$ cat src/rtl/perm_pkg.sv
// Package: shared constants and the mode encoding of the byte permute unit.
// Assumes four output lanes, with one 4-bit selector nibble per lane.
package perm_pkg;
    localparam int LANES   = 4;
    localparam int BYTE_W  = 8;
    localparam int SRC_N   = 2 * LANES;
    localparam int IDX_W   = $clog2(SRC_N);
    localparam int NIB_W   = IDX_W + 1;
    localparam int WORD_W  = LANES * BYTE_W;
    localparam int SEL_W   = LANES * NIB_W;

    typedef enum logic [2:0] {
        PM_GENERIC = 3'd0,
        PM_FWD     = 3'd1,
        PM_BWD     = 3'd2,
        PM_REP8    = 3'd3,
        PM_CLAMP_L = 3'd4,
        PM_CLAMP_R = 3'd5,
        PM_REP16   = 3'd6,
        PM_ALT     = 3'd7
    } perm_mode_e;
endpackage

$ cat src/rtl/perm_idx_gen.sv
// Module: derives, for every output lane, a source byte index and a sign flag
// from the selector and mode. Purely combinational. Assumes IDX_W >= 3.
module perm_idx_gen
    import perm_pkg::*;
#(
    parameter int N_LANES = LANES,
    parameter int IW      = IDX_W,
    localparam int NW     = IW + 1,
    localparam int SW     = N_LANES * NW
) (
    input  logic [2:0]          mode,
    input  logic [SW-1:0]       sel,
    output logic [IW-1:0]       idx [N_LANES],
    output logic [N_LANES-1:0]  sx
);
    logic [IW-1:0] shift_v;

    // Zero-extend the two low selector bits used by the shortcut modes.
    always_comb shift_v = IW'(sel[1:0]);

    for (genvar i = 0; i < N_LANES; i++) begin : g_lane
        localparam logic [IW-1:0] LANE_IDX = IW'(i);

        // Lane index and sign flag for the current mode.
        always_comb begin
            sx[i] = 1'b0;
            case (perm_mode_e'(mode))
                PM_FWD:     idx[i] = shift_v + LANE_IDX;
                PM_BWD:     idx[i] = shift_v - LANE_IDX;
                PM_REP8:    idx[i] = shift_v;
                PM_CLAMP_L: idx[i] = (shift_v > LANE_IDX) ? shift_v : LANE_IDX;
                PM_CLAMP_R: idx[i] = (shift_v < LANE_IDX) ? shift_v : LANE_IDX;
                PM_REP16:   idx[i] = IW'({sel[0], LANE_IDX[0]});
                default: begin
                    idx[i] = sel[i*NW +: IW];
                    sx[i]  = sel[i*NW + IW];
                end
            endcase
        end
    end
endmodule

$ cat src/rtl/perm_byte_sel.sv
// Module: picks one byte from a pool of source bytes and optionally replaces
// it with copies of its top bit. Combinational; assumes idx < N_SRC.
module perm_byte_sel #(
    parameter int BW    = 8,
    parameter int N_SRC = 8,
    parameter int IW    = $clog2(N_SRC)
) (
    input  logic [N_SRC*BW-1:0] pool,
    input  logic [IW-1:0]       idx,
    input  logic                sx,
    output logic [BW-1:0]       byte_out
);
    logic [BW-1:0] picked;

    // Index into the byte pool.
    always_comb picked = pool[idx*BW +: BW];

    // Apply sign replication when requested.
    always_comb byte_out = sx ? {BW{picked[BW-1]}} : picked;
endmodule

$ cat src/rtl/perm_unit.sv
// Module: top of the byte permute unit. It combines index derivation, per-lane
// byte selection and one output register stage. Assumes inputs are known
// whenever in_valid is high. The reset is synchronous and active low.
module perm_unit
    import perm_pkg::*;
(
    input  logic              clk,
    input  logic              rst_n,
    input  logic              in_valid,
    input  logic [WORD_W-1:0] opa,
    input  logic [WORD_W-1:0] opb,
    input  logic [SEL_W-1:0]  sel,
    input  logic [2:0]        mode,
    output logic              out_valid,
    output logic [WORD_W-1:0] result
);
    logic [IDX_W-1:0]         lane_idx [LANES];
    logic [LANES-1:0]         lane_sx;
    logic [SRC_N*BYTE_W-1:0]  byte_pool;
    logic [WORD_W-1:0]        perm_word;

    // Concatenate the operands so pool index k is source byte k.
    always_comb byte_pool = {opb, opa};

    perm_idx_gen #(.N_LANES(LANES), .IW(IDX_W)) u_idx (
        .mode (mode),
        .sel  (sel),
        .idx  (lane_idx),
        .sx   (lane_sx)
    );

    for (genvar i = 0; i < LANES; i++) begin : g_mux
        perm_byte_sel #(.BW(BYTE_W), .N_SRC(SRC_N), .IW(IDX_W)) u_sel (
            .pool     (byte_pool),
            .idx      (lane_idx[i]),
            .sx       (lane_sx[i]),
            .byte_out (perm_word[i*BYTE_W +: BYTE_W])
        );
    end

    // Output stage: valid follows in_valid, and result loads on a valid operation.
    always_ff @(posedge clk) begin
        if (!rst_n) begin
            out_valid <= 1'b0;
            result    <= '0;
        end else begin
            out_valid <= in_valid;
            if (in_valid) result <= perm_word;
        end
    end
endmodule

$ cat config.mk
export PLATFORM = sky130hd
export DESIGN_NAME = perm_unit
export DESIGN_NICKNAME = d
export VERILOG_FILES = /design/src/rtl/perm_pkg.sv /design/src/rtl/perm_idx_gen.sv /design/src/rtl/perm_byte_sel.sv /design/src/rtl/perm_unit.sv
export SDC_FILE = /design/constraint.sdc
export NUM_CORES = 1
export LEC_CHECK = 0
export ABC_CLOCK_PERIOD_IN_PS = 4300
export BUFFER_PORTS_ARGS = -buffer_cell sky130_fd_sc_hd__buf_2
export CORE_MARGIN = 3
export CORE_UTILIZATION = 58
export CTS_CLUSTER_DIAMETER = 100
export CTS_CLUSTER_SIZE = 20
export DETAILED_ROUTE_END_ITERATION = 10
export HOLD_SLACK_MARGIN = 0.03
export PLACE_DENSITY_LB_ADDON = 0.1
export SLEW_MARGIN = 20
export SYNTH_ARGS = -nofsm -noshare
export SYNTH_HDL_FRONTEND = slang
export SYNTH_SLANG_ARGS = --single-unit
$ cat constraint.sdc
create_clock -name clk -period 4.3 [get_ports clk]
set_input_delay 0.215 -clock clk [delete_from_list [all_inputs] [get_ports clk]]
set_output_delay 0.215 -clock clk [all_outputs]
set_load 0.05 [all_outputs]
### After elaboration in Yosys (flattened, before gate mapping)

Index checks and enable logic that the tools add are counted.

| storage, ports and cells | value |
|---|---|
| bits of input ports | 86 |
| register bits after elaboration | 33 |

| cells by class | value |
|---|---|
| shift operators | 4 |
| equality and inequality tests | 6 |
| order comparisons | 8 |
| add/sub/neg operators | 6 |
| reduce and logical (&&, ||, !) cells | 2 |
| mux-type cells | 20 |

Operator list:

| cell | number |
|---|---|
| 64-bit by 7-bit variable part select with 8-bit output | 4 |
| 3-bit one-hot mux with 6 select lines | 3 |
| 7-bit two-way mux | 4 |
| 2-bit two-way mux | 8 |
| 3-bit one-hot mux with 4 select lines | 1 |
| 3-bit equality test (second input constant) | 3 |
| 2-bit by 2-bit adder with 3-bit output (second input constant) | 2 |
| 3-bit by 2-bit equality test with 1-bit output (second input constant) | 2 |
| 6-bit OR reduction | 1 |
| 2-bit by 2-bit subtractor with 3-bit output (second input constant) | 2 |
| 2-bit by 1-bit greater-than comparator with 1-bit output (second input constant) | 2 |
| 2-bit greater-than comparator (second input constant) | 2 |
| 2-bit by 1-bit < comparator with 1-bit output (second input constant) | 2 |
| 2-bit < comparator (second input constant) | 2 |
| 1-bit two-way mux | 4 |
| 2-bit by 1-bit adder with 3-bit output (second input constant) | 1 |
| 3-bit by 1-bit equality test with 1-bit output (second input constant) | 1 |
| 3-bit OR reduction | 1 |
| 2-bit by 1-bit subtractor with 3-bit output (second input constant) | 1 |

### Logic depth before layout (Yosys ltp)

Gate-level depths: netlist of the first run.

| logic depth | value |
|---|---|
| depth in word-level cells | 5 |
| gate-level depth with buffers | 12 |
| depth with buffers taken out | 9 |

### Modules after synthesis

From an unflattened synthesis of the first run, not the netlist that was laid out.

| second synthesis, totals | value |
|---|---|
| cell total of the unflattened synthesis | 442 |
| area total of the unflattened synthesis | 4450.5 sq um |

Modules (own cells, without submodules):

| module | area each (sq um) | instances | cells each |
|---|---|---|---|
| perm_byte_sel | 635.6 | 4 | 62 |
| perm_unit | 1270.0 | 1 | 105 |
| perm_idx_gen | 638.1 | 1 | 89 |

### Worst setup path before layout of the first run

No wires, ideal clock.

| timing path | value |
|---|---|
| path kind | input-to-reg |
| start | input sel[0] |
| end | register result[24] |
| stages on the path | 9 |
| required time | 4161 ps |
| arrival time | 2405 ps |
| path slack | 1756 ps |
| library setup time | 139 ps |
| path through | buf_2 inv_2 ha_1 o21ai_1 a22oi_1 mux4_2 and3b_1 a311oi_2 a21oi_1 |

| between the ends | value |
|---|---|
| cells in the longest elaborated chain, start to end | 5 |

RTL lines:

| element | RTL line | source |
|---|---|---|
| start: declaration | perm_unit.sv:12 | `input logic [SEL_W-1:0] sel,` |
| 2-bit < comparator or 2-bit greater-than comparator (tied branches) | perm_idx_gen.sv:32, perm_idx_gen.sv:31 |  |
| 2-bit two-way mux (on tied branches) | perm_idx_gen.sv:32, perm_idx_gen.sv:31 |  |
| 3-bit one-hot mux with 6 select lines (*) | perm_idx_gen.sv:27 | `case (perm_mode_e'(mode))` |
| 64-bit by 7-bit variable part select with 8-bit output (*) | perm_byte_sel.sv:16 | `always_comb picked = pool[idx*BW +: BW];` |
| 7-bit two-way mux (*) | perm_byte_sel.sv:19 | `always_comb byte_out = sx ? {BW{picked[BW-1]}} : picked;` |
| end signal: assignment | perm_unit.sv:48 | `if (in_valid) result <= perm_word;` |
| end: declaration | perm_unit.sv:15 | `output logic [WORD_W-1:0] result` |

Every way passes the cells marked *; elsewhere a longest branch is shown, timed or not.
A chain may end at the register's enable or synchronous reset.

### Worst setup path in the final report of the first run

| timing path | value |
|---|---|
| start | input sel[0] |
| end | register result[29] |

Same word-level chain as after synthesis.

==> results of run 1 <==
-- cell type report --
class / instances / area, um^2 / area share, %
clock buffers: 8 / 80.1 / 1.71
flip-flops and latches: 33 / 661 / 14.1
well taps: 93 / 116 / 2.48
repair buffers: 126 / 651 / 13.9
inverters: 7 / 26.3 / 0.560
multi-input cells: 407 / 3150 / 67.3
-- sequential cells by signal (all words and copies together), names as in the netlist --
signal     flops
out_valid      1
result        32
-- critical path: stages --
cell,delay (ns)
buf_2,0.20
inv_2,0.31
ha_1,0.27
o21ai_1,0.08
a22oi_2,0.22
buf_4,0.35
mux4_2,0.57
and3b_1,0.22
a311oi_2,0.58
a21oi_1,0.14
-- cells in the mapped netlist (3+ instances only) --
library cell	count
a22oi_1	16
nand2_1	59
a221oi_1	8
a31oi_1	8
mux4_2	12
nor2b_1	4
o21ai_0	34
nor2_1	10
buf_6	5
buf_4	8
nor3_1	9
o22ai_2	4
nand2b_1	4
ha_1	6
mux2_2	3
o22ai_1	7
buf_2	13
o211ai_1	10
nand3_1	18
dfxtp_1	33
clkbuf_1	9
mux2i_1	118
inv_1	6
a21oi_1	38
-- cell families after synthesis --
| logic type | count (synthesis) |
|---|---|
| compound gates | 146 |
| fa+ha+maj | 6 |
| simple gates | 120 |
| xor+xnor | 2 |
| flops | 33 |
| buf+inv | 44 |
| mux | 133 |
-- through the flow --
stage          total power [mW]  instance area (um^2)  hold WS, ns  cells  worst slack, ns
2_1_floorplan             0.861                  4050        0.355    484             1.76
3_3_place_gp               1.03                  4610        0.442    666             1.13
3_5_place_dp               1.04                  4610        0.441    666             1.06
4_1_cts                    1.27                  4690        0.402    674             1.33
5_1_grt                    1.34                  4690        0.432    674             1.16
6_report                   1.28                  4690        0.408    674             1.26
-- where the power goes --
part           internal, mW  total (mW)  switching, mW
registers             0.338       0.352         0.0139
clock network         0.115       0.223          0.108
logic                 0.252       0.707          0.455
total                 0.705        1.28          0.577
-- final timing paths --
path,cells after the start,end,from,slack (ns)
max,10,result[29],sel[0],1.26
max reg2reg,2,result[16],result[16],3.61
min reg2reg,2,result[7],result[7],0.46
min,3,result[12],sel[7],0.41
-- routing by layer --
layer  wire, um  global-route usage (%)
met1       5770                    48.0
met2       6100                    50.9
met3       1710                    8.58
met4        340                    12.0
met5          0                       0
==> qor.yml, run 1 <==
antenna_found_initial: 0
synth_area_leaders: "mux2i_1 29%, dfxtp_1 16%, mux4_2 6.7%"
htree_levels: 2
synth_edf_count: 0
gr-usage-all-layers_pct: 34.2
die_y_um: 89.6
dieArea_um2: 8020
synth_fa_ha_area_share_pct: 1.85
synth.largest_area_cell: "mux2i_1"
ys_seq_area_share_pct: 16.3
wirelength_um: 13900
drv_cap: 0
cts_resized: 0
cts-root-buf: "clkbuf_8"
cts.sinks: 33
gp_congestion: 0.935
synth_area_um2: 4050
synthXorXnorAreaFrac_pct: 0.432
synth.avg_cell_area_um2: 8.37
worstSetupStartpointType: "primary input"
syn_inst: 484
ys_warn_count: 0
period_needed_ns: 3.04
drtIter0Drc: 404
worstMarginPinSlew_ns: 1.01
port_buffers: 118
firstDrtPassIters: 5
cts_inserted_buffers: 5
drtAntennaViolNets: 0
leakage_nw: 2.29
async_reset_ff_share_pct: 0
hold_viol: 0
syn_to_final_growth_pct: 15.7
cp.required_ns: 4.44
synth.distinct_cells: 58
drc: 0
grt_max_degree: 35
rsz0062_at_grt: "no"
ir_worst_vdd_mv: 0.206
synth_top_family_by_area: "multiplexers"
ys.flop_type: "dfxtp_1"
coreArea_um2: 6570
synth_compound_area_share_pct: 24.7
hold_buffers: 0
final.setup.tns_ns: 0
grt_pass1_wl_um: 21300
hold_class: "in -> reg"
post_cts.repair.setup_buffers: 0
cts_tree: "built"
grt_overflow_total: 0
status: "completed"
initial_utilization_pct: 61.7
fin_util_pct: 71.4
muxShareOfSynthArea_pct: 36.7
wl_per_cell_um: 20.7
fmax_mhz: 329
period_share_pct: 70.7
synth-simple-area-share_pct: 13.9
clock_latency_ns: 0.28
finalNetCount: 672
ios: 119
drive_gt1_share_pct: 28.7
synth_top_area_share_pct: 29.2
num_vias: 4449
worst-path-max-fanout: 18
num_rows: 29
dieWidth_um: 89.6
finalMaxSlewViolations: 0
grt_pass1_vias: 4255
num-fill-cells: 545
hpwl_um: 10400
syn_nets: 576
setup_viol: 0
criticalPathCategory: "in -> reg"
cts_max_path_buffers: 2
mostFrequentLayoutCells: "118 x mux2i_1, 118 x buf_2, 59 x nand2_1"
endpoint_kind: "register"
critPathArrivalTime_ns: 3.18
power.density_nw_per_um2: 273
clk_pin_slew_ns: 0.07
antenna_cells: 0
via_per_inst: 6.60
skew_ns: 0
relSlewSlack_pct: 32.7
synth-seq-cells: 33
No activity file was read; power rests on OpenSTA's default activity.
==> run 2, diff against run 1 <==
--- a/config.mk
+++ b/config.mk
@@ -5,10 +5,10 @@
 export SDC_FILE = /design/constraint.sdc
 export NUM_CORES = 1
 export LEC_CHECK = 0
-export ABC_CLOCK_PERIOD_IN_PS = 4300
+export ABC_CLOCK_PERIOD_IN_PS = 2500
 export BUFFER_PORTS_ARGS = -buffer_cell sky130_fd_sc_hd__buf_2
 export CORE_MARGIN = 3
-export CORE_UTILIZATION = 58
+export CORE_UTILIZATION = 48
 export CTS_CLUSTER_DIAMETER = 100
 export CTS_CLUSTER_SIZE = 20
 export DETAILED_ROUTE_END_ITERATION = 10
==> constraint.sdc (replaced) <==
create_clock -name clk -period 2.5 [get_ports clk]
set_input_delay 0.125 -clock clk [delete_from_list [all_inputs] [get_ports clk]]
set_output_delay 0.125 -clock clk [all_outputs]
set_load 0.05 [all_outputs]
==> run 2 against run 1 <==
  * Non-clock buffer count increased by 29
  * Core utilization decreased by 8.8 points
  * Global-route usage decreased by 5.0 points
  * Critical path depth decreased by 2
  * Sequential power increased by 72%
  * Routed wire length increased by 5.2%
  * Worst hold slack got worse by 0.12 ns
  * Worst setup slack got worse by 0.98 ns
  * Clock power increased by 100%
  * Combinational power increased by 82%
  * Die area increased by 19%
  * Critical endpoint is now result[12]
  * Largest power group unchanged
  * Highest routed layer unchanged
==> qor.yml, run 2 (synthesized netlist as in run 1, its figures left out) <==
status: "completed"  # unchanged
port_buffers: 118  # unchanged
dieArea_um2: 9580  # was 8020 um^2
wirelength_um: 14600  # was 13900 um
cp_top_family: "compound AO/OA/AOI/OAI gates"  # unchanged
critPathBufInv: 2  # was 3
skew_ns: 0  # unchanged
power_frac_clock_pct: 19.1  # was 17.4%
dieWidth_um: 97.9  # was 89.6 um
drtIter0Drc: 435  # was 404
grt_overflow_total: 0  # unchanged
ir_worst_vdd_mv: 0.455  # was 0.206 mV
htree_levels: 2  # unchanged
relSlewSlack_pct: 54.8  # was 32.7%
syn_to_final_growth_pct: 23.1  # was 15.7%
slowest_stage: "or4_1"  # was a311oi_2
die_y_um: 97.9  # was 89.6 um
setup_viol: 0  # unchanged
mostFrequentLayoutCells: "118 x mux2i_1, 118 x buf_2, 59 x nand2_1"  # unchanged
path_cells: "buf_2, inv_1, or4_1, nand3_2, mux4_2, a41o_1, a41oi_4, a21oi_1"  # was buf_2, inv_2, ha_1, o21ai_1, a22oi_2, buf_4, mux4_2, and3b_1, a311oi_2, a21oi_1
cts_max_path_buffers: 2  # unchanged
fin_area_um2: 4990  # was 4690 um^2
cts_inserted_buffers: 5  # unchanged
top_register: "result"  # unchanged
initial_utilization_pct: 50.8  # was 61.7%
worstSetupStartpointType: "primary input"  # unchanged
num_vias: 4512  # was 4449
grt_pass1_vias: 4232  # was 4255
power.density_nw_per_um2: 470  # was 273 nW/um^2
grt_pass1_wl_um: 22800  # was 21300 um
antenna_found_initial: 0  # unchanged
gp_congestion: 1.09  # was 0.935
hold_buffers: 0  # unchanged
criticalPathCategory: "in -> reg"  # unchanged
leakage_nw: 2.46  # was 2.29 nW
p_int_mw: 1.32  # was 705 uW
place_area_um2: 4890  # was 4610 um^2
grt_max_degree: 34  # was 35
worst-path-max-fanout: 15  # was 18
drv_cap: 0  # unchanged
slowest_delay_ns: 0.55  # was 0.58 ns
antenna_cells: 0  # unchanged
finalMaxSlewViolations: 0  # unchanged
drive_gt1_share_pct: 32.6  # was 28.7%
cts_tree: "built"  # unchanged
finalNetCount: 701  # was 672
cts-root-buf: "clkbuf_8"  # unchanged
final.setup.tns_ns: 0  # unchanged
hold_viol: 0  # unchanged
worstMarginPinSlew_ns: 0.678  # was 1.01 ns
endpoint_kind: "register"  # unchanged
num_rows: 32  # was 29
top_regs: "result x32, out_valid x1"  # unchanged
period_needed_ns: 2.22
power_switching_mw: 1.02  # was 577 uW
whs_ns: 0.285  # was 0.408 ns
pwr-share-seq_pct: 25.8  # was 27.4%
cts_resized: 0  # unchanged
gr-usage-all-layers_pct: 29.2  # was 34.2%
drtAntennaViolNets: 0  # unchanged
num-fill-cells: 716  # was 545
ios: 119  # unchanged
hpwl_um: 11500  # was 10400 um
fin_util_pct: 62.6  # was 71.4%
post_cts.repair.setup_buffers: 0  # unchanged
drc: 0  # unchanged
rsz0062_at_grt: "no"  # unchanged
critPathArrivalTime_ns: 2.38  # was 3.18 ns
swShare_pct: 43.5  # was 45.0%
fmax_mhz: 450
largest_reg_flops: 32  # unchanged
clock_latency_ns: 0.28  # about the same
wl_per_cell_um: 20.6  # was 20.7 um
cp.required_ns: 2.66  # was 4.44 ns
via_per_inst: 6.34  # was 6.60
hold_class: "in -> reg"  # unchanged
firstDrtPassIters: 5  # unchanged
coreArea_um2: 7970  # was 6570 um^2
clk_pin_slew_ns: 0.07  # about the same
cts.sinks: 33  # unchanged
p_comb_share_pct: 55.1  # about the same
period_share_pct: 88.9
-- run 2: power groups by stage --
| stage | Clock (mW) | Sequential, mW | Combinational [mW] |
|---|---|---|---|
| global route | 0.477 | 0.611 | 1.37 |
| floorplan | 0 | 0.806 | 0.675 |
| global placement | 0 | 0.615 | 1.25 |
| detailed placement | 0 | 0.615 | 1.26 |
| CTS | 0.450 | 0.605 | 1.27 |
| finish | 0.448 | 0.605 | 1.29 |
-- run 2: tightest hold or removal path, delay by kind of cell --
family,cells,cell delay (ns)
AO/OA/AOI/OAI,2,0.27
buffers and inverters,1,0.13
-- run 2: layout make-up --
type	instances	area, um^2	area share, %
timing repair buffer	155	918	18.4
sequential	33	661	13.2
clock buffer	7	96.3	1.93
multi-input combinational	407	3150	63.2
inverter	7	26.3	0.527
clock inverter	1	5.00	0.100
tap	102	128	2.56
-- run 2: path summary, 6_finish.rpt --
path               from          to  slack, ns  cells after the start
max             mode[1]  result[12]       0.28                      8
min              sel[7]  result[11]       0.29                      3
max reg2reg  result[20]  result[20]       1.83                      2
min reg2reg   result[7]   result[7]       0.45                      2
-- run 2: metrics by stage --
step / worst slack (ns) / power, mW / std cells
3_3_place_gp: 0.0507 / 1.86 / 704
3_5_place_dp: 0.00832 / 1.88 / 704
2_1_floorplan: 0.0465 / 1.48 / 484
6_report: 0.277 / 2.34 / 712
5_1_grt: 0.155 / 2.46 / 712
4_1_cts: 0.299 / 2.32 / 712
-- run 2: per-layer routing --
| metal | share of wire (%) | vias up | global-route usage, % | wire, um |
|---|---|---|---|---|
| li1 | - | 2104 | - | - |
| met2 | 42 | 263 | 42.3 | 6120 |
| met5 | 0 | - | 0 | 0 |
| met1 | 46 | 2120 | 44.3 | 6700 |
| met3 | 11 | 25 | 6.79 | 1580 |
| met4 | 1.6 | 0 | 5.75 | 239 |
==> run 3, diff against run 2 <==
--- a/config.mk
+++ b/config.mk
@@ -8,7 +8,7 @@
 export ABC_CLOCK_PERIOD_IN_PS = 2500
 export BUFFER_PORTS_ARGS = -buffer_cell sky130_fd_sc_hd__buf_2
 export CORE_MARGIN = 3
-export CORE_UTILIZATION = 48
+export CORE_UTILIZATION = 49
 export CTS_CLUSTER_DIAMETER = 100
 export CTS_CLUSTER_SIZE = 20
 export DETAILED_ROUTE_END_ITERATION = 10
@@ -17,4 +17,5 @@
 export SLEW_MARGIN = 20
 export SYNTH_ARGS = -nofsm -noshare
 export SYNTH_HDL_FRONTEND = slang
+export SYNTH_HIERARCHICAL = 1
 export SYNTH_SLANG_ARGS = --single-unit
==> run 3 against run 2 <==
  * Clock-buffer cell count did not move
  * Total power rose by 6.9%
  * Global-route usage fell by 2.1 points
  * Clock power barely moved
  * Non-clock buffer count rose by 8
  * Synthesized area rose by 9.9%
  * Synthesized cell count fell by 8.7%
  * First-iteration DRC count fell by 55%
  * Worst setup slack got worse by 0.060 ns
  * Combinational power rose by 12%
  * Via count fell by 5.5%
  * Critical endpoint is now result[21]
  * Highest routed layer unchanged
==> qor.yml, run 3 <==
num_rows: 34  # was 32
slowest_stage: "o32ai_1"  # was or4_1
startpoint: "mode[0]"  # was mode[1]
p_comb_share_pct: 57.7  # was 55.1%
power_switching_mw: 1.05  # was 1.02 mW
worst-path-max-fanout: 13  # was 15
drive_gt1_share_pct: 34.4  # was 32.6%
worstMarginPinSlew_ns: 0.953  # was 0.678 ns
skew_ns: 0  # unchanged
port_buffers: 118  # unchanged
wl_per_cell_um: 20.9  # was 20.6 um
gp_congestion: 0.975  # was 1.09
top_register: "result"  # unchanged
synth-seq-cells: 33  # unchanged
grt_max_degree: 34  # unchanged
leakage_nw: 2.55  # was 2.46 nW
synth.distinct_cells: 50  # was 58
fin_util_pct: 61.0  # was 62.6%
criticalPathCategory: "in -> reg"  # unchanged
firstDrtPassIters: 4  # was 5
yosysMostFrequentCell: "mux2i_1"  # unchanged
synth_area_leaders: "mux2i_1 24%, dfxtp_1 15%, mux4_1 12%"  # was mux2i_1 29%, dfxtp_1 16%, mux4_2 6.7%
clock_latency_ns: 0.28  # about the same
hpwl_um: 11600  # was 11500 um
worstSetupStartpointType: "primary input"  # unchanged
setup_viol: 0  # unchanged
htree_levels: 2  # unchanged
drtIter0Drc: 194  # was 435
dieArea_um2: 10300  # was 9580 um^2
path_cells: "buf_2, buf_4, and2_1, a21oi_1, or3_1, o21ai_0, buf_4, nor2_1, a22o_4, o32ai_1, mux2i_1, nor2b_1"  # was buf_2, inv_1, or4_1, nand3_2, mux4_2, a41o_1, a41oi_4, a21oi_1
pwr-share-seq_pct: 24.5  # was 25.8%
finalMaxSlewViolations: 0  # unchanged
relSlewSlack_pct: 36.5  # was 54.8%
coreArea_um2: 8760  # was 7970 um^2
synth.avg_cell_area_um2: 10.1  # was 8.37 um^2
synth_top_area_share_pct: 24.1  # was 29.2%
critPathArrivalTime_ns: 2.50  # was 2.38 ns
synth.largest_area_cell: "mux2i_1"  # unchanged
period_share_pct: 91.3  # was 88.9%
status: "completed"  # unchanged
ir_worst_vdd_mv: 0.230  # was 0.455 mV
synth_area_um2: 4450  # was 4050 um^2
dieWidth_um: 101  # was 97.9 um
final.setup.tns_ns: 0  # unchanged
synth_edf_count: 0  # unchanged
via_per_inst: 6.32  # was 6.34
drtAntennaViolNets: 0  # unchanged
cts_inserted_buffers: 5  # unchanged
place_inst: 667  # was 704
hold_buffers: 0  # unchanged
initial_utilization_pct: 50.8  # about the same
ys.flop_type: "dfxtp_1"  # unchanged
slowest_delay_ns: 0.40  # was 0.55 ns
hold_viol: 0  # unchanged
min_from: "rst_n"  # was sel[7]
grt_pass1_wl_um: 21600  # was 22800 um
antenna_found_initial: 0  # unchanged
cts_tree: "built"  # unchanged
die_y_um: 101  # was 97.9 um
cts.sinks: 33  # unchanged
syn_to_final_growth_pct: 20.2  # was 23.1%
cp.required_ns: 2.71  # was 2.66 ns
grt_pass1_vias: 4073  # was 4232
whs_ns: 0.346  # was 0.285 ns
gr-usage-all-layers_pct: 27.1  # was 29.2%
swShare_pct: 42.1  # was 43.5%
grt_overflow_total: 0  # unchanged
top_regs: "result x32, out_valid x1"  # unchanged
cts-root-buf: "clkbuf_8"  # unchanged
hold_class: "in -> reg"  # unchanged
mostFrequentLayoutCells: "118 x buf_2, 107 x mux2i_1, 42 x nor2_1"  # was 118 x mux2i_1, 118 x buf_2, 59 x nand2_1
path_common_cell: "buf_4"
finalNetCount: 658  # was 701
drc: 0  # unchanged
post_cts.repair.setup_buffers: 0  # unchanged
power_frac_clock_pct: 17.8  # was 19.1%
yosys-top-cells-count: "107 x mux2i_1, 42 x nor2_1, 41 x nor2b_1, 33 x dfxtp_1"  # was 118 x mux2i_1, 59 x nand2_1, 38 x a21oi_1, 34 x o21ai_0, 33 x dfxtp_1
clk_pin_slew_ns: 0.07  # about the same
largest_reg_flops: 32  # unchanged
endpoint_kind: "register"  # unchanged
fmax_mhz: 438  # was 450 MHz
fin_cells: 675  # was 712
fin_area_um2: 5350  # was 4990 um^2
cts_max_path_buffers: 2  # unchanged
syn_nets: 534  # was 576
async_reset_ff_share_pct: 0  # unchanged
power.density_nw_per_um2: 469  # was 470 nW/um^2
rsz0062_at_grt: "no"  # unchanged
ios: 119  # unchanged
antenna_cells: 0  # unchanged
period_needed_ns: 2.28  # was 2.22 ns
drv_cap: 0  # unchanged
wirelength_um: 14100  # was 14600 um
ys_warn_count: 6  # was 0
num_vias: 4264  # was 4512
place_area_um2: 5240  # was 4890 um^2
syn_inst: 442  # was 484
r2r-start: "result[28]"  # was result[20]
layout_commonest_cell: "buf_2"
p_int_mw: 1.45  # was 1.32 mW
ys_seq_area_share_pct: 14.8  # was 16.3%
run 3: cell types whose count changed in the layout (fill, tap and decap cells not counted), sizes merged, moves of 11 or more:
cell / delta
nand2: -55
nor2b: +37
nor2: +34
a21oi: -32
a221o: +28
o21ai: -28
o32ai: +28
nand3: -17
mux4: +16
a22oi: -13
and2: +11
mux2i: -11
run 3: cells by family (layout without fill, tap and decap cells):
group / count (synthesis) / after routing / share of synthesized area [%]
flip-flops: 33 / 33 / 14.8
buffers and inverters: 55 / 180 / 9.84
adder cells (fa/ha/maj): 6 / 6 / 1.69
XOR/XNOR: 2 / 2 / 0.394
AND/OR/NAND/NOR: 110 / 110 / 12.9
AO/OA/AOI/OAI: 101 / 101 / 20.4
multiplexers: 135 / 135 / 39.9
run 3: what timing repair did:
| item | 4_1_cts | 5_1_grt |
|---|---|---|
| resized for setup | 0 | 1 |
| setup endpoints to repair | 0 | 1 |
| hold endpoints to repair | 0 | 0 |
run 3: worst max-delay path: cells and delay by family:
kind	cells	cell delay [ns]
multiplexers	1	0.13
buffers and inverters	3	0.66
AO/OA/AOI/OAI	4	0.86
AND/OR/NAND/NOR	4	0.72
run 3: power by group through the flow:
stage                     combinational [mW]  clock (mW)  sequential [mW]
after global placement                  1.41           0            0.625
after floorplan                        0.818           0            0.832
after global routing                    1.54       0.487            0.622
after detailed placement                1.43           0            0.627
final                                   1.45       0.446            0.614
after CTS                               1.43       0.461            0.615
run 3: per-stage QoR:
stage | total power, mW | setup WS, ns
2_1_floorplan | 1.65 | 0.155
3_3_place_gp | 2.04 | -0.0696
3_5_place_dp | 2.06 | -0.107
4_1_cts | 2.51 | 0.189
5_1_grt | 2.65 | 0.0618
6_report | 2.51 | 0.217
run 3: final cells by class:
type | count | area (um^2)
multi-input combinational | 354 | 3370
inverter | 9 | 36.3
clock buffer | 7 | 96.3
fill | 783 | 3410
clock inverter | 1 | 5.00
timing repair buffer | 163 | 1040
tap | 108 | 135
sequential | 33 | 661
run 3: worst paths after layout:
path / slack (ns) / to / cells past startpoint
worst max register to register: 1.85 / result[28] / 2
worst min register to register: 0.52 / result[18] / 2
worst min-delay path: 0.35 / result[29] / 2
worst max-delay path: 0.22 / result[21] / 12
run 3: per-layer routing:
layer / vias up / GRT usage, % / wire (um)
met3: 24 / 5.23 / 1070
met2: 190 / 43.0 / 6540
met5: - / 0 / 0
met4: 0 / 7.06 / 265
met1: 2046 / 37.9 / 6200
li1: 2004 / - / -
